## config.mk

```make
export PLATFORM = sky130hd
export DESIGN_NAME = cmdSched
export DESIGN_NICKNAME = d
export VERILOG_FILES = /design/src/rtl/cmdSchedPkg.sv /design/src/rtl/cmdSchedData.sv /design/src/rtl/cmdSchedCtrl.sv /design/src/rtl/cmdSched.sv
export SDC_FILE = /design/constraint.sdc
export NUM_CORES = 2
export LEC_CHECK = 0
export BUFFER_PORTS_ARGS = -buffer_cell sky130_fd_sc_hd__buf_2
export CORE_MARGIN = 5
export CORE_UTILIZATION = 35
export DETAILED_ROUTE_END_ITERATION = 10
export GPL_TIMING_DRIVEN = 1
export MAX_ROUTING_LAYER = met4
export PLACE_DENSITY = 0.5
export SETUP_SLACK_MARGIN = 0.15
export SLEW_MARGIN = 25
export SYNTH_ARGS = -nofsm -noshare
export SYNTH_HDL_FRONTEND = slang
export SYNTH_HIERARCHICAL = 1
export SYNTH_SLANG_ARGS = --single-unit
```

## constraint.sdc

```tcl
create_clock -name clk -period 19.7 [get_ports clk]
set_clock_uncertainty 0.1 [all_clocks]
set_input_delay 3.94 -clock clk [delete_from_list [all_inputs] [get_ports clk]]
set_output_delay 3.94 -clock clk [all_outputs]
set_load 0.1 [all_outputs]
```

## src/rtl/cmdSchedPkg.sv

```systemverilog
package cmdSchedPkg;
  localparam int DEPTH   = 8;
  localparam int IDX_W   = $clog2(DEPTH);
  localparam int CNT_W   = IDX_W + 1;
  localparam int ADDR_W  = 32;
  localparam int SRC_W   = 2;
  localparam int TAG_W   = 4;
  localparam int PRIO_W  = 3;
  localparam int BLK_LSB = 11;

  typedef struct packed {
    logic              isWr;
    logic [SRC_W-1:0]  src;
    logic [TAG_W-1:0]  tag;
    logic [ADDR_W-1:0] addr;
    logic [PRIO_W-1:0] prio;
    logic              isReg;
  } cmd_t;

  // strobes from control to datapath
  typedef struct packed {
    logic             alloc;
    logic [IDX_W-1:0] allocIdx;
    logic             issue;
    logic [IDX_W-1:0] issueIdx;
    logic             retire;
    logic [IDX_W-1:0] retireIdx;
  } stb_t;
endpackage

```

## src/rtl/cmdSchedData.sv

```systemverilog
module cmdSchedData
  import cmdSchedPkg::*;
(
  input  logic             clk,
  input  logic             rstN,
  input  stb_t             stb,
  input  cmd_t             inCmd,
  output cmd_t             ent [DEPTH],
  output logic [DEPTH-1:0] vld,
  output logic [DEPTH-1:0] iss,
  output logic [IDX_W-1:0] ord [DEPTH],
  output logic [CNT_W-1:0] cnt
);
  logic [IDX_W-1:0] ordNxt [DEPTH];
  logic [CNT_W-1:0] cntNxt;

  // age queue: remove retired index, shift younger ones up, append new one
  always_comb begin
    logic [CNT_W-1:0] rmPos;
    logic [CNT_W-1:0] base;
    rmPos = CNT_W'(DEPTH);
    for (int k = DEPTH - 1; k >= 0; k--)
      if (CNT_W'(k) < cnt && ord[k] == stb.retireIdx) rmPos = CNT_W'(k);
    for (int k = 0; k < DEPTH; k++) begin
      if (stb.retire && CNT_W'(k) >= rmPos)
        ordNxt[k] = (k + 1 < DEPTH) ? ord[(k + 1) % DEPTH] : '0;
      else
        ordNxt[k] = ord[k];
    end
    base = cnt - CNT_W'(stb.retire);
    for (int k = 0; k < DEPTH; k++)
      if (stb.alloc && CNT_W'(k) == base) ordNxt[k] = stb.allocIdx;
    cntNxt = base + CNT_W'(stb.alloc);
  end

  always_ff @(posedge clk or negedge rstN) begin
    if (!rstN) begin
      vld <= '0;
      iss <= '0;
      cnt <= '0;
      for (int k = 0; k < DEPTH; k++) ord[k] <= '0;
    end else begin
      if (stb.alloc) begin
        vld[stb.allocIdx] <= 1'b1;
        iss[stb.allocIdx] <= 1'b0;
      end
      if (stb.issue)  iss[stb.issueIdx]  <= 1'b1;
      if (stb.retire) vld[stb.retireIdx] <= 1'b0;
      ord <= ordNxt;
      cnt <= cntNxt;
    end
  end

  always_ff @(posedge clk)
    if (stb.alloc) ent[stb.allocIdx] <= inCmd;
endmodule

```

## src/rtl/cmdSchedCtrl.sv

```systemverilog
module cmdSchedCtrl
  import cmdSchedPkg::*;
#(
  parameter int BANK_W   = 3,
  parameter int BANK_LSB = 11,
  parameter int AGE_W    = 8
) (
  input  logic                   clk,
  input  logic                   rstN,
  input  cmd_t                   ent [DEPTH],
  input  logic [DEPTH-1:0]       vld,
  input  logic [DEPTH-1:0]       iss,
  input  logic [IDX_W-1:0]       ord [DEPTH],
  input  logic [CNT_W-1:0]       cnt,
  input  logic                   inValid,
  input  logic [(1<<BANK_W)-1:0] bankOpen,
  input  logic                   rdFifoFull,
  input  logic                   retFifoFull,
  input  logic                   timingOk,
  input  logic [AGE_W-1:0]       ageLimit,
  input  logic                   issueReady,
  input  logic                   doneValid,
  input  logic [IDX_W-1:0]       doneIdx,
  output stb_t                   stb,
  output logic                   inReady,
  output logic                   issueValid,
  output logic [IDX_W-1:0]       issueIdx,
  output logic                   issueWrite,
  output logic [ADDR_W-1:0]      issueAddr,
  output logic                   boostAct,
  output logic [IDX_W-1:0]       headId
);
  logic [IDX_W-1:0] pos [DEPTH];
  logic [DEPTH-1:0] blocked, qual;
  logic             rdHit, wrHit;
  logic [IDX_W-1:0] rdIdx, wrIdx, freeIdx;
  logic [AGE_W-1:0] ageCnt;
  logic [IDX_W-1:0] prevHead;
  logic             prevPend, headPend, canGo;

  always_comb begin
    for (int i = 0; i < DEPTH; i++) pos[i] = '0;
    for (int k = 0; k < DEPTH; k++)
      if (CNT_W'(k) < cnt) pos[ord[k]] = IDX_W'(k);
  end

  // hazard and stream-order blocking against older live entries
  always_comb begin
    blocked = '0;
    for (int i = 0; i < DEPTH; i++)
      for (int j = 0; j < DEPTH; j++)
        if (i != j && vld[i] && vld[j] && pos[j] < pos[i] &&
            ((ent[i].addr[ADDR_W-1:BLK_LSB] == ent[j].addr[ADDR_W-1:BLK_LSB]) ||
             (ent[i].src == ent[j].src && ent[i].tag == ent[j].tag)))
          blocked[i] = 1'b1;
    for (int i = 0; i < DEPTH; i++)
      qual[i] = vld[i] && !iss[i] && !blocked[i] &&
                (ent[i].isReg || bankOpen[ent[i].addr[BANK_LSB +: BANK_W]]);
  end

  // best read and best write, scanned oldest first so ties keep the oldest
  always_comb begin
    logic [IDX_W-1:0]  id;
    logic [PRIO_W-1:0] rdPri, wrPri;
    rdHit = 1'b0; rdIdx = '0; rdPri = '1;
    wrHit = 1'b0; wrIdx = '0; wrPri = '1;
    id = '0;
    for (int k = 0; k < DEPTH; k++) begin
      id = ord[k];
      if (CNT_W'(k) < cnt && qual[id]) begin
        if (ent[id].isWr) begin
          if (!wrHit || ent[id].prio < wrPri) begin
            wrHit = 1'b1; wrIdx = id; wrPri = ent[id].prio;
          end
        end else if (!rdHit || ent[id].prio < rdPri) begin
          rdHit = 1'b1; rdIdx = id; rdPri = ent[id].prio;
        end
      end
    end
  end

  always_comb begin
    freeIdx = '0;
    for (int k = DEPTH - 1; k >= 0; k--)
      if (!vld[k]) freeIdx = IDX_W'(k);
  end

  assign headId   = ord[0];
  assign headPend = (cnt != '0) && !iss[headId];
  assign boostAct = headPend && prevPend && (headId == prevHead) && (ageCnt == '0);
  assign canGo    = timingOk && !retFifoFull;

  always_comb begin
    issueValid = 1'b0;
    issueIdx   = '0;
    if (boostAct) begin
      issueIdx   = headId;
      issueValid = canGo && (ent[headId].isWr || !rdFifoFull);
    end else if (canGo) begin
      if (rdHit && !rdFifoFull) begin
        issueValid = 1'b1; issueIdx = rdIdx;
      end else if (wrHit) begin
        issueValid = 1'b1; issueIdx = wrIdx;
      end
    end
  end

  assign issueWrite = ent[issueIdx].isWr;
  assign issueAddr  = ent[issueIdx].addr;
  assign inReady    = (cnt != CNT_W'(DEPTH));

  always_comb begin
    stb.alloc     = inValid && inReady;
    stb.allocIdx  = freeIdx;
    stb.issue     = issueValid && issueReady;
    stb.issueIdx  = issueIdx;
    stb.retire    = doneValid && vld[doneIdx] && iss[doneIdx];
    stb.retireIdx = doneIdx;
  end

  always_ff @(posedge clk or negedge rstN) begin
    if (!rstN) begin
      ageCnt   <= '0;
      prevHead <= '0;
      prevPend <= 1'b0;
    end else begin
      if (!headPend || !prevPend || headId != prevHead ||
          (stb.issue && stb.issueIdx == headId))
        ageCnt <= ageLimit;
      else if (ageCnt != '0)
        ageCnt <= ageCnt - 1'b1;
      prevHead <= headId;
      prevPend <= headPend;
    end
  end
endmodule

```

## src/rtl/cmdSched.sv

```systemverilog
module cmdSched
  import cmdSchedPkg::*;
#(
  parameter int BANK_W   = 3,
  parameter int BANK_LSB = 11,
  parameter int AGE_W    = 8
) (
  input  logic                   clk,
  input  logic                   rstN,
  input  logic                   inValid,
  output logic                   inReady,
  input  logic                   inWrite,
  input  logic [SRC_W-1:0]       inSrc,
  input  logic [TAG_W-1:0]       inTag,
  input  logic [ADDR_W-1:0]      inAddr,
  input  logic [PRIO_W-1:0]      inPrio,
  input  logic                   inReg,
  input  logic [(1<<BANK_W)-1:0] bankOpen,
  input  logic                   rdFifoFull,
  input  logic                   retFifoFull,
  input  logic                   timingOk,
  input  logic [AGE_W-1:0]       ageLimit,
  output logic                   issueValid,
  input  logic                   issueReady,
  output logic [IDX_W-1:0]       issueIdx,
  output logic                   issueWrite,
  output logic [ADDR_W-1:0]      issueAddr,
  input  logic                   doneValid,
  input  logic [IDX_W-1:0]       doneIdx
);
  cmd_t             inCmd;
  cmd_t             ent [DEPTH];
  logic [DEPTH-1:0] vld, iss;
  logic [IDX_W-1:0] ord [DEPTH];
  logic [CNT_W-1:0] cnt;
  stb_t             stb;
  logic             boostAct;
  logic [IDX_W-1:0] headId;

  assign inCmd = '{isWr: inWrite, src: inSrc, tag: inTag, addr: inAddr,
                   prio: inPrio, isReg: inReg};

  cmdSchedData uData (
    .clk(clk), .rstN(rstN), .stb(stb), .inCmd(inCmd),
    .ent(ent), .vld(vld), .iss(iss), .ord(ord), .cnt(cnt)
  );

  cmdSchedCtrl #(.BANK_W(BANK_W), .BANK_LSB(BANK_LSB), .AGE_W(AGE_W)) uCtrl (
    .clk(clk), .rstN(rstN), .ent(ent), .vld(vld), .iss(iss), .ord(ord), .cnt(cnt),
    .inValid(inValid), .bankOpen(bankOpen), .rdFifoFull(rdFifoFull),
    .retFifoFull(retFifoFull), .timingOk(timingOk), .ageLimit(ageLimit),
    .issueReady(issueReady), .doneValid(doneValid), .doneIdx(doneIdx),
    .stb(stb), .inReady(inReady), .issueValid(issueValid), .issueIdx(issueIdx),
    .issueWrite(issueWrite), .issueAddr(issueAddr), .boostAct(boostAct),
    .headId(headId)
  );
endmodule

```

=== Word level (Yosys, flattened, before mapping) ===
Cells that the tools add are included.

* Input bits: 70
* Register bits after elaboration: 400

* Bitwise operators: 32
* Add/subtract/negate cells: 3
* Multiplexer cells: 329
* Reduce and logical (&&, ||, !) cells: 405
* Eq/ne operators: 187
* Order comparisons: 126

{| class="wikitable"
|+ Operators by type and width
! cell !! count
|-
| $eq 21x21->1 || 56
|-
| $bmux 43 s3 || 9
|-
| $mux 43 || 19
|-
| $mux 3 || 121
|-
| $bwmux 344 || 1
|-
| $logic_and 1x1->1 || 275
|-
| $eq 4x4->1 || 56
|-
| $lt 3x3->1 || 70
|-
| $mux 24 || 6
|-
| $demux 43 s3 || 1
|-
| $mux 1 || 128
|-
| $eq 2x2->1 || 56
|-
| $logic_or 1x1->1 || 82
|-
| $lt 3x4->1 const B || 19
|-
| $demux 3 s3 || 7
|-
| $bmux 1 s3 || 19
|-
| $mux 8 || 6
|-
| $or 16x16->16 || 3
|-
| $and 8x8->8 || 5
|-
| $ge 4x4->1 const B || 10
|-
| $not 3->4 || 10
|-
| $not 8->8 || 5
|-
| $logic_not 1->1 || 35
|-
| $lt 4x1->1 const B || 8
|-
| other kinds (30) || 75
|}

=== Logic depth before layout (Yosys ltp) ===
* Depth in word-level cells: 80
* Gate-level depth with buffers: 78
* Gate-level depth less buffers: 73

=== Cells and area by module ===
The synthesis kept the hierarchy.

{| class="wikitable"
|+ Modules (own cells, without submodules)
! module !! times used !! cells an instance !! area an instance (um^2)
|-
| cmdSchedCtrl || 1 || 2844 || 22566.6
|-
| cmdSchedData || 1 || 596 || 12903.6
|}

=== Worst setup path after synthesis ===
OpenSTA, ideal clock, no wires.

* Kind: input to output
* From: input port bankOpen[3]
* To: output port issueAddr[10]
* Stages on the path: 62
* Arrival time: 16.811 ns
* Path slack: -1.151 ns
* Path buffers: 2
* Path through: mux4_2 -> nor2b_1 -> a211o_1 -> o2111ai_1 -> nor4_1 -> nand3_1 -> nor3_1 -> o31a_1 -> o21ai_0 -> nor2_1 -> ha_1 -> a21o_1 -> o21ai_0 -> a211o_1 -> and2_1 -> clkbuf_1 -> mux2_2 -> ha_1 -> [... 26 more ...] -> a221oi_1 -> a21o_1 -> nand2_1 -> o21ai_0 -> ha_1 -> a21oi_1 -> a31oi_1 -> o22ai_1 -> a21oi_1 -> a31oi_1 -> and2_1 -> o21ai_0 -> o21ai_0 -> a21o_1 -> a21oi_2 -> inv_1 -> clkbuf_1 -> mux2_2

* Longest elaborated chain between the ends: 51
* Elaborated cells between the ends (all ways): 233

{| class="wikitable"
|+ RTL lines
! element !! line !! text
|-
| start: declaration || cmdSched.sv:18 || <nowiki>input logic [(1<<BANK_W)-1:0] bankOpen,</nowiki>
|-
| $bmux 1 s3 || cmdSchedCtrl.sv:58 || <nowiki>(ent[i].isReg || bankOpen[ent[i].addr[BANK_LSB +: BANK_W]]);</nowiki>
|-
| $mux 1 (implied by the code) || cmdSchedCtrl.sv:58 ||
|-
| $logic_or 1x1->1 || cmdSchedCtrl.sv:58 ||
|-
| $logic_and 1x1->1 || cmdSchedCtrl.sv:57 || <nowiki>qual[i] = vld[i] && !iss[i] && !blocked[i] &&</nowiki>
|-
| $bmux 1 s3 || cmdSchedCtrl.sv:70 || <nowiki>if (CNT_W'(k) < cnt && qual[id]) begin</nowiki>
|-
| $mux 1 (implied by the code) || cmdSchedCtrl.sv:70 ||
|-
| $logic_and 1x1->1 || cmdSchedCtrl.sv:70 ||
|-
| $mux 3 / $mux 1 (equally long branches) || cmdSchedCtrl.sv:70 ||
|-
| [... 35 more ...] || n/a ||
|-
| $mux 3 / $logic_and 1x1->1 (equally long branches) || cmdSchedCtrl.sv:102, cmdSchedCtrl.sv:100 ||
|-
| $mux 3 * || cmdSchedCtrl.sv:100 || <nowiki>if (rdHit && !rdFifoFull) begin</nowiki>
|-
| $mux 3 * || cmdSchedCtrl.sv:99 || <nowiki>end else if (canGo) begin</nowiki>
|-
| $mux 3 * || cmdSchedCtrl.sv:96 || <nowiki>if (boostAct) begin</nowiki>
|-
| net issueIdx[1] || cmdSched.sv:25 || <nowiki>output logic [IDX_W-1:0] issueIdx,</nowiki>
|-
| $not 3->4 (implied by the code) * || cmdSchedCtrl.sv:109 || <nowiki>assign issueAddr = ent[issueIdx].addr;</nowiki>
|-
| $bmux 43 s3 * || cmdSchedCtrl.sv:109 ||
|-
| $mux 43 * (2 in series) || n/a ||
|-
| end: declaration || cmdSched.sv:27 || <nowiki>output logic [ADDR_W-1:0] issueAddr,</nowiki>
|}

Mark *: on every way through the listed nets, which the timed path passes. The rest lies on a longest branch. The select of a mux whose other input is x is not followed.

=== Worst setup path in the final report ===
* From: input port bankOpen[6]
* To: output port issueAddr[13]

* Longest elaborated chain between the ends: 51
* Elaborated cells between the ends (all ways): 233

{| class="wikitable"
|+ RTL lines
! element !! line
|-
| $bmux 1 s3 || cmdSchedCtrl.sv:58
|-
| $mux 1 (implied by the code) || cmdSchedCtrl.sv:58
|-
| $logic_or 1x1->1 || cmdSchedCtrl.sv:58
|-
| $logic_and 1x1->1 || cmdSchedCtrl.sv:57
|-
| $bmux 1 s3 || cmdSchedCtrl.sv:70
|-
| $mux 1 (implied by the code) || cmdSchedCtrl.sv:70
|-
| $logic_and 1x1->1 || cmdSchedCtrl.sv:70
|-
| $mux 3 / $mux 1 (equally long branches) || cmdSchedCtrl.sv:70
|-
| [... 34 more ...] || n/a
|-
| $mux 3 / $mux 1 (equally long branches) || cmdSchedCtrl.sv:70
|-
| $mux 3 / $logic_and 1x1->1 (equally long branches) || cmdSchedCtrl.sv:102, cmdSchedCtrl.sv:100
|-
| $mux 3 * || cmdSchedCtrl.sv:100
|-
| $mux 3 * || cmdSchedCtrl.sv:99
|-
| $mux 3 * || cmdSchedCtrl.sv:96
|-
| $not 3->4 (implied by the code) * || cmdSchedCtrl.sv:109
|-
| $bmux 43 s3 * || cmdSchedCtrl.sv:109
|-
| $mux 43 * (2 in series) || n/a
|}

Every way passes the cells marked *; elsewhere a longest branch is shown, timed or not. The select of a mux whose other input is x is not followed.

==> results.toml <==
[run_status]
outcome = "finished, violations left"
violations = "negative setup slack"

[clock_tree]
tritoncts = "yes"
clock_path_buffers = 3
clk_pin_slew_ns = 0.06
cts_buffers = 44
cts_sinks = 400
clock-root-buffer = "clkbuf_16"
clk_latency_ns = 0.62
h-tree-depth = 2

[cells_and_area]
finalInstanceArea_mm2 = 0.0417
mostFrequentLayoutCells = "xor2_1 (559), edfxtp_1 (344), buf_4 (258)"
final_common_cell = "xor2_1"
final_util_pct = 41.6
drive_above_1_share_pct = 21.9
fin_nets = 3768
layout.cells.non_filler = 4990
area_growth_pct = 17.7

[setup_path]
endpoint_kind = "primary output"
critPathLaunchType = "input pin"
crit_arrival_ns = 15.95
crit_required_ns = 15.66
crit_slowest_cell = "mux4_2"
slowest_delay_ns = 0.48
crit_path_max_fanout = 5
path_class = "in2out"

[placement]
portBuffers = 107
gp_congestion = 1.08
place_area_mm2 = 0.0382
dpl.hpwl_um = 113000
placedCellCount = 4819

[timing]
setup-violations-final = 33
hold_violations = 0
fin_ws_ns = -0.290
layout_worst_path_cycle_share_pct = 101
slew_headroom_pct = 13.8
fmax_ghz = 0.0500
period_minus_slack_ns = 19.99
maxSlewViolCount = 0
worst_hold_slack_ns = 0.485
worst_pin_slew_ns = 1.28
rsz0062_at_grt = "true"

[routing]
first_pass_iters = 6
drtIter0Drc = 3701
ant_nets = 0
num_vias = 30128
wire_per_inst_um = 31.6
via_per_inst = 6.04
drc_errors = 0
wl_um = 158000

[yosys]
syn_nets = 3609
syn_area_mm2 = 0.0354
yosysWarningCount = 6
synth_area_per_cell_um2 = 10.3
synthCells = 3437

[global_route]
grt_max_degree = 57
grt-ovfl-total = 0
grt_pass1_vias = 28735
use_met1_pct = 39.0
grt_pass1_wl_um = 220000
use_met3_pct = 5.14
track_usage_pct = 29.0
globalRouteMet2Util_pct = 43.8
grt_antenna_before_repair = 5
grt_most_used_layer = "met2"

[run]
drv_cap = 0

[floorplan]
start_util_pct = 35.3
rows = 116
core_mm2 = 0.100
dieHeight_um = 328
fp.dieW_um = 328
dieArea_mm2 = 0.108
io_pins = 108

[hold_path]
hold_path.class = "reg2reg"
layer usage:
layer	vias up	wire [um]
met1	15074	65900
li1	12973	-
met2	1736	69400
met4	0	7830
met5	-	0
met3	345	14900
metrics by stage:
stage	setup TNS [ns]	setup WS [ns]
4_1_cts	-0.793	-0.0994
6_report	-7.31	-0.290
3_3_place_gp	-19.54	-0.658
3_5_place_dp	-27.62	-0.860
5_1_grt	-23.27	-0.757
2_1_floorplan	0	0.167
layout make-up:
class | count | area, um^2
fill | 9721 | 58600
inverter | 67 | 255
sequential | 400 | 11700
timing repair buffer | 424 | 4110
clock inverter | 29 | 259
antenna | 3 | 7.51
multi-input combinational | 2659 | 22500
tap | 1357 | 1700
clock buffer | 51 | 1130
sequential cells by signal, indices dropped and copies added, names as in the netlist:
register	flops
uData/ord	24
uData/vld	8
uData/ent	344
uCtrl/prevPend	1
uData/cnt	4
uData/iss	8
uCtrl/ageCnt	8
uCtrl/prevHead	3
final timing paths:
kind                         startpoint                 to  slack, ns  depth (start not counted)
min in group asynchronous          rstN  uCtrl/prevHead[2]       3.37                          2
min                        uData/iss[2]       uData/iss[2]       0.49                          2
max in group asynchronous          rstN       uData/vld[0]      15.63                          2
min reg2reg                uData/iss[2]       uData/iss[2]       0.49                          2
max                         bankOpen[6]      issueAddr[13]      -0.29                         64
max reg2reg                uData/cnt[1]    uCtrl/ageCnt[2]       4.60                         71
worst max-delay path, delay by kind of cell:
kind	cells	cell delay [ns]
muxes	7	2.06
AOI/OAI and AO/OA	31	5.43
buffers and inverters	13	1.95
adders and majority gates	5	1.28
and+or+nand+nor	8	1.23
repair_timing:
action,in CTS,in global routing
endpoints found under the setup margin,36,36
pin swaps,22,9
gates resized for setup,210,71
gates cloned,9,1
hold buffers,0,0
setup buffers,52,28
Power is not shown: default switching activity piles up to over one toggle a cycle in this logic, so the estimate is an artifact.
